==> src/rtl/tach_pkg.sv <==
package tach_pkg;
  function automatic int unsigned pulse_cycles(longint unsigned clk_hz, longint unsigned width_us);
    longint unsigned c;
    c = (clk_hz * width_us) / 64'd1_000_000;
    if (c == 0) c = 1;
    return int'(c);
  endfunction
endpackage

==> src/rtl/tach_sync.sv <==
module tach_sync #(
  parameter int STAGES = 2
) (
  input  logic clk_i,
  input  logic rst_ni,
  input  logic d_i,
  output logic q_o
);
  logic [STAGES-1:0] sync_q;

  generate
    if (STAGES == 1) begin : g_one
      always_ff @(posedge clk_i or negedge rst_ni)
        if (!rst_ni) sync_q <= '0;
        else         sync_q <= d_i;
    end else begin : g_chain
      always_ff @(posedge clk_i or negedge rst_ni)
        if (!rst_ni) sync_q <= '0;
        else         sync_q <= {sync_q[STAGES-2:0], d_i};
    end
  endgenerate

  assign q_o = sync_q[STAGES-1];
endmodule

==> src/rtl/tach_edge_det.sv <==
module tach_edge_det (
  input  logic clk_i,
  input  logic rst_ni,
  input  logic level_i,
  output logic edge_o
);
  logic prev_q;

  always_ff @(posedge clk_i or negedge rst_ni)
    if (!rst_ni) prev_q <= 1'b0;
    else         prev_q <= level_i;

  // either polarity counts
  assign edge_o = level_i ^ prev_q;
endmodule

==> src/rtl/tach_pulse_timer.sv <==
module tach_pulse_timer #(
  parameter int CYCLES = 8
) (
  input  logic clk_i,
  input  logic rst_ni,
  input  logic edge_i,
  output logic busy_o
);
  localparam int CW = (CYCLES < 2) ? 1 : $clog2(CYCLES);
  localparam logic [CW-1:0] LOAD = CW'(CYCLES - 1);

  logic [CW-1:0] cnt_q;
  logic          busy_q;

  always_ff @(posedge clk_i or negedge rst_ni) begin
    if (!rst_ni) begin
      busy_q <= 1'b0;
      cnt_q  <= '0;
    end else if (!busy_q) begin
      if (edge_i) begin
        busy_q <= 1'b1;
        cnt_q  <= LOAD;
      end
    end else if (cnt_q == '0) begin
      busy_q <= 1'b0;
    end else begin
      cnt_q <= cnt_q - 1'b1;
    end
  end

  assign busy_o = busy_q;

  // masked edges must not reload the timer
  assert_edge_masked_R5: assert property (@(posedge clk_i) disable iff (!rst_ni)
    (edge_i && busy_q && cnt_q != '0) |=> (cnt_q == $past(cnt_q) - 1'b1));

  assert_start_on_edge_R2: assert property (@(posedge clk_i) disable iff (!rst_ni)
    $rose(busy_q) |-> $past(edge_i));
endmodule

==> src/rtl/tach_doubler.sv <==
module tach_doubler #(
  parameter int CLK_FREQ_HZ = 50_000_000,
  parameter int PULSE_US    = 1400,
  parameter int SYNC_STAGES = 2
) (
  input  logic clk_i,
  input  logic rst_ni,
  input  logic tach_i,
  output logic pulse_o
);
  localparam int PULSE_CYCLES = tach_pkg::pulse_cycles(64'(CLK_FREQ_HZ), 64'(PULSE_US));
  localparam int HW = $clog2(PULSE_CYCLES + 2) + 1;

  logic tach_s;
  logic edge_s;

  tach_sync #(.STAGES(SYNC_STAGES)) i_sync (
    .clk_i(clk_i), .rst_ni(rst_ni), .d_i(tach_i), .q_o(tach_s)
  );

  tach_edge_det i_edge (
    .clk_i(clk_i), .rst_ni(rst_ni), .level_i(tach_s), .edge_o(edge_s)
  );

  tach_pulse_timer #(.CYCLES(PULSE_CYCLES)) i_timer (
    .clk_i(clk_i), .rst_ni(rst_ni), .edge_i(edge_s), .busy_o(pulse_o)
  );

  // high-time tracker for width assertions
  logic [HW-1:0] hi_len_q;
  always_ff @(posedge clk_i or negedge rst_ni)
    if (!rst_ni)               hi_len_q <= '0;
    else if (!pulse_o)         hi_len_q <= '0;
    else if (hi_len_q != '1)   hi_len_q <= hi_len_q + 1'b1;

  assert_pulse_width_R4: assert property (@(posedge clk_i) disable iff (!rst_ni)
    $fell(pulse_o) |-> (hi_len_q == HW'(PULSE_CYCLES)));

  assert_no_overlong_R4: assert property (@(posedge clk_i) disable iff (!rst_ni)
    hi_len_q <= HW'(PULSE_CYCLES));

  assert_quiet_after_reset_R1: assert property (@(posedge clk_i) disable iff (!rst_ni)
    $rose(rst_ni) |-> !pulse_o);

  assert_rise_needs_edge_R6: assert property (@(posedge clk_i) disable iff (!rst_ni)
    $rose(pulse_o) |-> $past(edge_s));
endmodule

==> config.mk <==
export PLATFORM = sky130hd
export DESIGN_NAME = tach_doubler
export DESIGN_NICKNAME = d
export VERILOG_FILES = /design/src/rtl/tach_pkg.sv /design/src/rtl/tach_sync.sv /design/src/rtl/tach_edge_det.sv /design/src/rtl/tach_pulse_timer.sv /design/src/rtl/tach_doubler.sv
export SDC_FILE = /design/constraint.sdc
export NUM_CORES = 1
export LEC_CHECK = 0
export ABC_AREA = 1
export BUFFER_PORTS_ARGS = -buffer_cell sky130_fd_sc_hd__buf_2
export CAP_MARGIN = 20
export CORE_MARGIN = 2
export CORE_UTILIZATION = 45
export CTS_BUF_LIST = sky130_fd_sc_hd__clkbuf_4
export CTS_CLUSTER_DIAMETER = 30
export DETAILED_ROUTE_END_ITERATION = 16
export GPL_ROUTABILITY_DRIVEN = 0
export PLACE_DENSITY = 0.61
export SYNTH_ARGS = -nofsm -noshare
export SYNTH_HDL_FRONTEND = slang
export SYNTH_SLANG_ARGS = --single-unit
==> constraint.sdc <==
create_clock -name clk_i -period 2.9 [get_ports clk_i]
set_input_delay 0.145 -clock clk_i [delete_from_list [all_inputs] [get_ports clk_i]]
set_output_delay 0.145 -clock clk_i [all_outputs]
set_load 0.01 [all_outputs]
==> flow_metrics.py, run 1 <==
metrics = {
    "status": {
        "status": "finished, final reports clean",
    },
    "detailed_routing": {
        "drtPass1Iterations": 4,
        "drt-initial-drc-count": 40,
        "via_per_inst": 4.92,
        "drc": 0,
        "wl_per_cell_um": 11.0,
        "drt-total-wl_um": 2440,
        "via_count": 1088,
        "final_antenna_net_count": 0,
    },
    "global_route": {
        "grt_pass1_wl_um": 4180,
        "gr-total-overflow": 0,
        "grt_max_degree": 29,
        "grt_use_total": 0.166,
        "grt_antenna_before_repair": 0,
        "grt_pass1_vias": 963,
    },
    "floorplanning": {
        "placementRows": 19,
        "io_pins": 4,
        "coreArea_um2": 2690,
        "die_x_um": 56.5,
        "die-area_um2": 3190,
        "initial_core_util": 0.462,
        "die_h_um": 56.5,
    },
    "timing": {
        "fmax_mhz": 453,
        "rsz0062_at_grt": "false",
        "post-route-period-util": 0.762,
        "slew-limit-headroom": 0.575,
        "fin_skew_ns": 0.00437,
        "drv_slew": 0,
        "fin_crit_ns": 2.21,
        "whs_ns": 0.305,
        "final.setup.worst_slack_ns": 0.692,
        "fin_tns_setup_ns": 0,
        "hold_viol_final": 0,
        "setup_violations": 0,
        "worst_slew_pin_slew_ns": 0.635,
    },
    "place": {
        "place_hpwl_um": 1800,
        "place_area_um2": 1270,
        "dp_slack_ns": 0.704,
        "portBuffers": 3,
    },
    "hold_path": {
        "hold_path.class": "input pin to async pin",
    },
    "critical_path": {
        "r2r_cells": 7,
        "crit_required_ns": 3.11,
        "critPathMaxFanout": 28,
        "crit_type": "register to register",
        "r2r_start": "i_timer.busy_o$_DFF_PN0_",
        "reg2reg_slack_ns": 0.69,
        "start_kind": "register",
        "r2r_end": "i_timer.cnt_q[8]$_DFFE_PN0P_",
        "critPathCaptureType": "register",
        "arrival_ns": 2.42,
    },
    "cells_and_area": {
        "stdcell_area_um2": 1320,
        "fillers": 280,
        "n_antenna_cell": 0,
        "drive_gt1_frac": 0.0632,
        "mostFrequentLayoutCell": "nand2_1",
        "final_cell_mix": "68 x nand2_1, 30 x nor2_1, 22 x inv_1",
        "final_core_util": 0.490,
        "fin_nets": 195,
        "area_delta_synth_final_pct": 6.16,
    },
    "power": {
        "p_sw_mw": 0.473,
        "leakage_nw": 0.650,
        "seq_power_share": 0.458,
        "powerDensity_nw_per_um2": 822,
        "p_clk_frac": 0.140,
        "intPower_mw": 0.609,
        "ir_drop_mv": 0.452,
        "p_comb_frac": 0.402,
        "swShare": 0.437,
    },
    "clock_network": {
        "cts_hold_buf": 2,
        "clock-sinks": 21,
        "insertion_delay_ns": 0.31,
        "htree_num_levels": 1,
        "clock_path_buffers": 2,
        "cts_tree": "done",
        "clk_pin_slew_ns": 0.12,
        "cts-root-buf": "clkbuf_4",
        "cts_buffers": 3,
        "cts_resized": 0,
        "postCtsSetupBuffers": 0,
    },
    "synthesis": {
        "synth_top_area_share": 0.424,
        "yosysWarnings": 0,
        "ys_ff_latch": 21,
        "synthesis.area_um2": 1240,
        "synth_area_leaders": "dfrtp_1 42%, nand2_1 21%, nor2_1 9.1%, inv_1 6.7%, nand3_1 6.5%",
        "yosys.area.top_type": "dfrtp_1",
        "synth_cell_type_count": 15,
        "syn_area_per_cell_um2": 6.74,
        "seq_area_frac_synth": 0.424,
        "syn_inst": 184,
        "syn_nets": 188,
    },
    "run": {
        "drv_cap": 0,
    },
}
-- power groups by stage --
stage / logic (mW) / clock network [mW] / registers [mW]
after floorplan: 0.375 / 0 / 0.462
after global placement: 0.432 / 0 / 0.500
after detailed placement: 0.437 / 0 / 0.500
after CTS: 0.440 / 0.160 / 0.494
after global routing: 0.519 / 0.167 / 0.511
final: 0.434 / 0.152 / 0.495
-- flip-flops by register name, indices dropped and copies added, names as in the netlist --
signal	count
i_timer.cnt_q	17
i_sync.sync_q	2
i_timer.busy_o	1
i_edge.prev_q	1
-- worst max path at each step --
| stage | start | slack [ns] | end | cells past startpoint |
|---|---|---|---|---|
| global placement | i_timer.busy_o$_DFF_PN0_ | 0.78 | i_timer.cnt_q[12]$_DFFE_PN0P_ | 7 |
| CTS | i_timer.busy_o$_DFF_PN0_ | 0.68 | i_timer.cnt_q[8]$_DFFE_PN0P_ | 7 |
| global route | i_timer.busy_o$_DFF_PN0_ | 0.48 | i_timer.cnt_q[8]$_DFFE_PN0P_ | 7 |
| detailed placement | i_timer.busy_o$_DFF_PN0_ | 0.70 | i_timer.cnt_q[8]$_DFFE_PN0P_ | 7 |
| finish | i_timer.busy_o$_DFF_PN0_ | 0.69 | i_timer.cnt_q[8]$_DFFE_PN0P_ | 7 |
| floorplan | i_timer.cnt_q[0]$_DFFE_PN0P_ | 1.38 | i_timer.cnt_q[2]$_DFFE_PN0P_ | 8 |
-- layout make-up --
cell class	instances	area (µm²)	area share
Clock buffer	4	30.0	0.0228
Inverter	22	82.6	0.0627
Multi-Input combinational cell	138	604	0.459
Sequential cell	21	526	0.399
Tap cell	31	38.8	0.0295
Timing Repair Buffer	5	35.0	0.0266
-- routing by layer --
layer / part of all wire / GRT usage
met2: 0.45 / 0.264
met1: 0.50 / 0.226
met3: 0.024 / 0.0207
met4: 0.017 / 0.0714
met5: 0 / 0
-- synthesized netlist by cell type --
library cell / number
nand2_1: 68
buf_6: 2
nand3_1: 16
buf_2: 1
o21ai_2: 2
inv_1: 22
nor3b_1: 1
ha_1: 1
nand3b_1: 1
o21bai_1: 1
dfrtp_1: 21
o21ai_4: 1
o21ai_0: 15
nor2_1: 30
or2_2: 2
-- per-stage QoR --
stage,power [mW],std cells
after floorplan,0.837,184
after global placement,0.932,215
after detailed placement,0.937,215
after CTS,1.09,221
after global routing,1.20,221
final,1.08,221
-- critical path: stages, from the launching register on --
cell and delay, ns:
dfrtp_1 0.65, inv_1 0.25, nand3_1 0.17, nand2_1 0.11
o21ai_4 0.55, inv_1 0.22, nand2_1 0.10, nand2_1 0.05
-- kinds of logic after synthesis --
group                    synth area share
buffers and inverters              0.0888
AND/OR/NAND/NOR                     0.383
flip-flops                          0.424
adder cells (fa/ha/maj)            0.0101
AO/OA/AOI/OAI                      0.0939
Note: power is estimated with default switching activity, not from simulation.
==> run 2, diff against run 1 <==
- clock period: 2.9 -> 2.3 ns (I/O delays scaled with it)
==> run 2 against run 1 <==
Effect of this change: utilization up 0.47 points; first-iteration DRC count down 13%; sequential cell count unchanged; cell count up 0.90%; count of clock-buffer cells in the layout down 1; non-clock buffer count up 2; wire length up 2.1%; clock power up 24%; cell area up 0.95%; critical path depth up 1; die area unchanged.
==> flow_metrics.py, run 2 (synthesis gave the netlist of run 1 again) <==
metrics = {
    "status": {
        "status": "finished, final reports clean",
    },
    "critical_path": {
        "crit_required_ns": 2.51,
        "arrival_ns": 2.05,
        "start_kind": "register",
        "critPathCaptureType": "register",
        "critPathMaxFanout": 18,
        "crit_type": "register to register",
    },
    "timing": {
        "fin_crit_ns": 1.85,
        "worst_slew_pin_slew_ns": 0.453,
        "fin_skew_ns": 0.00343,
        "fin_tns_setup_ns": 0,
        "fmax_mhz": 542,
        "setup_violations": 0,
        "slew-limit-headroom": 0.698,
        "hold_viol_final": 0,
        "drv_slew": 0,
        "post-route-period-util": 0.802,
        "rsz0062_at_grt": "false",
    },
    "floorplanning": {
        "die_h_um": 56.5,
        "die_x_um": 56.5,
        "die-area_um2": 3190,
        "initial_core_util": 0.462,
        "coreArea_um2": 2690,
        "placementRows": 19,
        "io_pins": 4,
    },
    "clock_network": {
        "clk_pin_slew_ns": 0.13,
        "insertion_delay_ns": 0.31,
        "clock-sinks": 21,
        "cts_buffers": 3,
        "htree_num_levels": 1,
        "cts_tree": "done",
        "cts_resized": 0,
        "clock_path_buffers": 2,
        "cts-root-buf": "clkbuf_4",
    },
    "cells_and_area": {
        "final_cell_mix": "68 x nand2_1, 30 x nor2_1, 22 x inv_1",
        "n_antenna_cell": 0,
        "fillers": 279,
        "stdcell_area_um2": 1330,
        "area_delta_synth_final_pct": 7.16,
        "mostFrequentLayoutCell": "nand2_1",
        "final_core_util": 0.495,
        "largest-register": "i_timer.cnt_q",
        "largestRegisters": "i_timer.cnt_q x17, i_sync.sync_q x2",
        "final-instance-count-excl-fill": 223,
        "drive_gt1_frac": 0.0729,
        "largest_reg_flops": 17,
        "fin_nets": 197,
    },
    "detailed_routing": {
        "drc": 0,
        "wl_per_cell_um": 11.2,
        "final_antenna_net_count": 0,
        "via_count": 1071,
        "via_per_inst": 4.80,
        "drtPass1Iterations": 4,
        "drt-total-wl_um": 2490,
        "drt-initial-drc-count": 35,
    },
    "power": {
        "seq_power_share": 0.447,
        "p_clk_frac": 0.137,
        "powerDensity_nw_per_um2": 1030,
        "swShare": 0.446,
        "ir_drop_mv": 0.612,
        "p_sw_mw": 0.613,
        "leakage_nw": 0.659,
        "p_comb_frac": 0.416,
        "intPower_mw": 0.761,
    },
    "global_route": {
        "grt_max_degree": 22,
        "gr-total-overflow": 0,
        "grt_pass1_vias": 981,
        "grt_pass1_wl_um": 4510,
        "grt_use_total": 0.180,
        "grt_antenna_before_repair": 0,
    },
    "run": {
        "drv_cap": 0,
    },
    "place": {
        "dp.cells": 217,
        "place_hpwl_um": 1840,
        "place_area_um2": 1280,
        "portBuffers": 3,
    },
    "hold_path": {
        "hold_path.class": "input pin to async pin",
    },
}
[run 2: cell count changes in the layout (fill, tap and decap cells not counted), sizes merged]
cell    previous run  this run
clkinv             0         1
clkbuf             4         3
buf                3         5
[run 2: routing by layer]
| layer | vias to the layer above | track usage | wire length (µm) |
|---|---|---|---|
| met5 | - | 0 | 0 |
| met4 | 0 | 0.0714 | 16 |
| met3 | 2 | 0.0207 | 43 |
| met1 | 478 | 0.246 | 1290 |
| li1 | 584 | - | - |
| met2 | 7 | 0.291 | 1140 |
[run 2: final cells by class]
class	count	area, µm²	share of cell area
clock buffers	3	22.5	0.0169
inverters	22	82.6	0.0621
repair buffers	7	50.0	0.0377
well taps	31	38.8	0.0292
clock inverters	1	5.00	0.00377
multi-input cells	138	604	0.455
flip-flops and latches	21	526	0.395
[run 2: worst max-delay path, cell delays in order, from the launching register on]
cell and delay (ns):
dfrtp_1 0.43, inv_1 0.08, ha_1 0.20, nand2_1 0.10
nor2_1 0.14, nand2_1 0.13, o21ai_4 0.26, buf_4 0.28
o21ai_0 0.12
[run 2: final timing paths]
| check | start | endpoint | slack [ns] | depth (start not counted) |
|---|---|---|---|---|
| max | i_timer.cnt_q[0]$_DFFE_PN0P_ | i_timer.cnt_q[14]$_DFFE_PN0P_ | 0.45 | 8 |
| min | rst_ni | i_timer.cnt_q[3]$_DFFE_PN0P_ | 0.26 | 2 |
| max reg2reg | i_timer.cnt_q[0]$_DFFE_PN0P_ | i_timer.cnt_q[14]$_DFFE_PN0P_ | 0.45 | 8 |
| min reg2reg | i_sync.sync_q[0]$_DFF_PN0_ | i_sync.sync_q[1]$_DFF_PN0_ | 0.38 | 0 |
| max in group asynchronous | rst_ni | i_timer.cnt_q[11]$_DFFE_PN0P_ | 1.73 | 2 |
| min in group clk_i | i_sync.sync_q[0]$_DFF_PN0_ | i_sync.sync_q[1]$_DFF_PN0_ | 0.38 | 0 |
[run 2: power by group through the flow]
stage,combinational [mW],clock [mW],sequential [mW]
detailed placement,0.572,0,0.618
CTS,0.578,0.190,0.611
floorplan,0.473,0,0.582
finish,0.572,0.188,0.614
global route,0.679,0.210,0.635
global placement,0.563,0,0.616
[run 2: metrics by stage]
stage	total power, mW	setup WS (ns)	hold WS [ns]
4_1_cts	1.38	0.458	0.289
2_1_floorplan	1.06	0.782	-0.181
3_5_place_dp	1.19	0.469	0.103
3_3_place_gp	1.18	0.552	0.100
5_1_grt	1.52	0.255	0.310
6_report	1.37	0.455	0.261
[run 2: timing repair]
action                    in CTS  in global routing
hold endpoints to repair      22                  0
buffers inserted               0                  0
hold buffers                   2                  0
==> run 3, diff against run 2 <==
- clock period: 2.3 -> 1.9 ns (I/O delays scaled with it)
==> run 3 against run 2 <==
Effect of this change: sequential share of layout area shrank 0.30 points; fmax grew 8.8%; clock power grew 25%; power grew 22%; via count grew 2.9%; critical path depth is the same; count of clock-buffer cells in the layout grew 1; cell count grew 0.45%; worst setup slack lost 0.25 ns; largest cell class unchanged; highest routed layer unchanged.
==> flow_metrics.py, run 3 (synthesis gave the netlist of run 1 again) <==
metrics = {
    "cells_and_area": {
        "drive_gt1_frac": 0.0777,
        "largestRegisters": "i_timer.cnt_q x17, i_sync.sync_q x2",
        "n_antenna_cell": 0,
        "area_delta_synth_final_pct": 7.97,
        "mostFrequentLayoutCell": "nand2_1",
        "largest-register": "i_timer.cnt_q",
        "fin_nets": 198,
        "largest_reg_flops": 17,
        "final_cell_mix": "68 x nand2_1, 30 x nor2_1, 22 x inv_1",
    },
    "power": {
        "intPower_mw": 0.942,
        "p_clk_frac": 0.140,
        "p_sw_mw": 0.732,
        "seq_power_share": 0.446,
        "p_comb_frac": 0.414,
        "swShare": 0.437,
        "ir_drop_mv": 0.933,
        "leakage_nw": 0.665,
        "powerDensity_nw_per_um2": 1250,
    },
    "clock_network": {
        "cts_buffers": 3,
        "insertion_delay_ns": 0.31,
        "htree_num_levels": 1,
        "cts-root-buf": "clkbuf_4",
        "clock_path_buffers": 2,
        "cts_tree": "done",
        "clock-sinks": 21,
        "postCtsSetupBuffers": 0,
        "clk_pin_slew_ns": 0.12,
    },
    "critical_path": {
        "critPathCaptureType": "register",
        "crit_type": "register to register",
        "crit_required_ns": 2.10,
        "crit_path_start": "i_timer.cnt_q[0]$_DFFE_PN0P_",
        "r2r_cells": 8,
        "r2r_start": "i_timer.cnt_q[0]$_DFFE_PN0P_",
        "critPathMaxFanout": 16,
        "start_kind": "register",
        "r2r_end": "i_timer.cnt_q[10]$_DFFE_PN0P_",
        "arrival_ns": 1.90,
        "reg2reg_slack_ns": 0.20,
    },
    "detailed_routing": {
        "drt-initial-drc-count": 44,
        "via_count": 1102,
        "via_per_inst": 4.92,
        "drt-total-wl_um": 2480,
        "drtPass1Iterations": 4,
        "drc": 0,
        "final_antenna_net_count": 0,
        "wl_per_cell_um": 11.1,
    },
    "timing": {
        "post-route-period-util": 0.893,
        "setup_violations": 0,
        "fin_tns_setup_ns": 0,
        "fmax_mhz": 590,
        "hold_viol_final": 0,
        "drv_slew": 0,
        "slew-limit-headroom": 0.692,
        "whs_ns": 0.249,
        "worst_slew_pin_slew_ns": 0.462,
        "rsz0062_at_grt": "false",
        "fin_crit_ns": 1.70,
        "fin_skew_ns": 0.00561,
    },
    "global_route": {
        "grt_max_degree": 22,
        "grt_use_total": 0.182,
        "gr-total-overflow": 0,
        "grt_antenna_before_repair": 0,
        "grt_pass1_wl_um": 4530,
        "grt_pass1_vias": 1045,
    },
    "floorplanning": {
        "initial_core_util": 0.462,
        "coreArea_um2": 2690,
        "die_x_um": 56.5,
        "io_pins": 4,
        "placementRows": 19,
        "die-area_um2": 3190,
        "die_h_um": 56.5,
    },
    "place": {
        "place_hpwl_um": 1870,
        "portBuffers": 3,
    },
    "status": {
        "status": "finished, final reports clean",
    },
    "run": {
        "drv_cap": 0,
    },
    "hold_path": {
        "hold_path.class": "input pin to async pin",
    },
}
run 3: changes by cell type in the layout (fill, tap and decap cells not counted), sizes merged:
cell,previous run,this run
clkinv,1,0
buf,5,6
clkbuf,3,4
run 3: what timing repair did:
| item | CTS | global route |
|---|---|---|
| endpoints found under the hold margin | 22 | 0 |
| hold buffers | 2 | 0 |
| resized for setup | 0 | 0 |
run 3: worst max path at each step:
stage,end,slack (ns),cells past startpoint
2_1_floorplan,i_timer.cnt_q[2]$_DFFE_PN0P_,0.38,8
3_3_place_gp,i_timer.cnt_q[13]$_DFFE_PN0P_,0.30,8
3_5_place_dp,i_timer.cnt_q[11]$_DFFE_PN0P_,0.24,8
4_1_cts,i_timer.cnt_q[11]$_DFFE_PN0P_,0.22,8
5_1_grt,i_timer.cnt_q[7]$_DFFE_PN0P_,0.03,9
6_report,i_timer.cnt_q[10]$_DFFE_PN0P_,0.20,8
run 3: metal layers:
| metal | vias to the layer above | track usage | share of wire |
|---|---|---|---|
| li1 | 584 | - | - |
| met3 | 5 | 0.0207 | 0.019 |
| met2 | 12 | 0.301 | 0.47 |
| met1 | 501 | 0.238 | 0.49 |
| met4 | 0 | 0.0816 | 0.020 |
| met5 | - | 0 | 0 |
run 3: area by class of cell:
cell class / count / area, µm²
repair buffers: 8 / 57.6
fillers: 274 / 1350
well taps: 31 / 38.8
multi-input cells: 138 / 604
inverters: 22 / 82.6
clock buffers: 4 / 30.0
flip-flops and latches: 21 / 526
run 3: critical path, stage by stage, from the launching register on:
cell and delay (ns):
dfrtp_1 0.41, inv_1 0.08, ha_1 0.20, nand2_1 0.10, nor2_1 0.14, nand2_1 0.13, o21ai_4 0.18, buf_4 0.23
o21ai_0 0.11
run 3: power by group through the flow:
stage | logic, mW | clock network, mW | registers [mW]
after floorplan | 0.573 | 0 | 0.705
after global placement | 0.687 | 0 | 0.749
after detailed placement | 0.698 | 0 | 0.754
after CTS | 0.702 | 0.247 | 0.745
after global routing | 0.824 | 0.262 | 0.772
final | 0.693 | 0.235 | 0.746
run 3: stage by stage:
stage          cells  power, mW  worst slack, ns  utilization  instance area, µm²
3_5_place_dp     218       1.45            0.237        0.480                1290
5_1_grt          224       1.86           0.0264        0.498                1340
6_report         224       1.67            0.204        0.498                1340
2_1_floorplan    184       1.28            0.382            -                1240
4_1_cts          224       1.69            0.218        0.498                1340
3_3_place_gp     218       1.44            0.303        0.480                1290
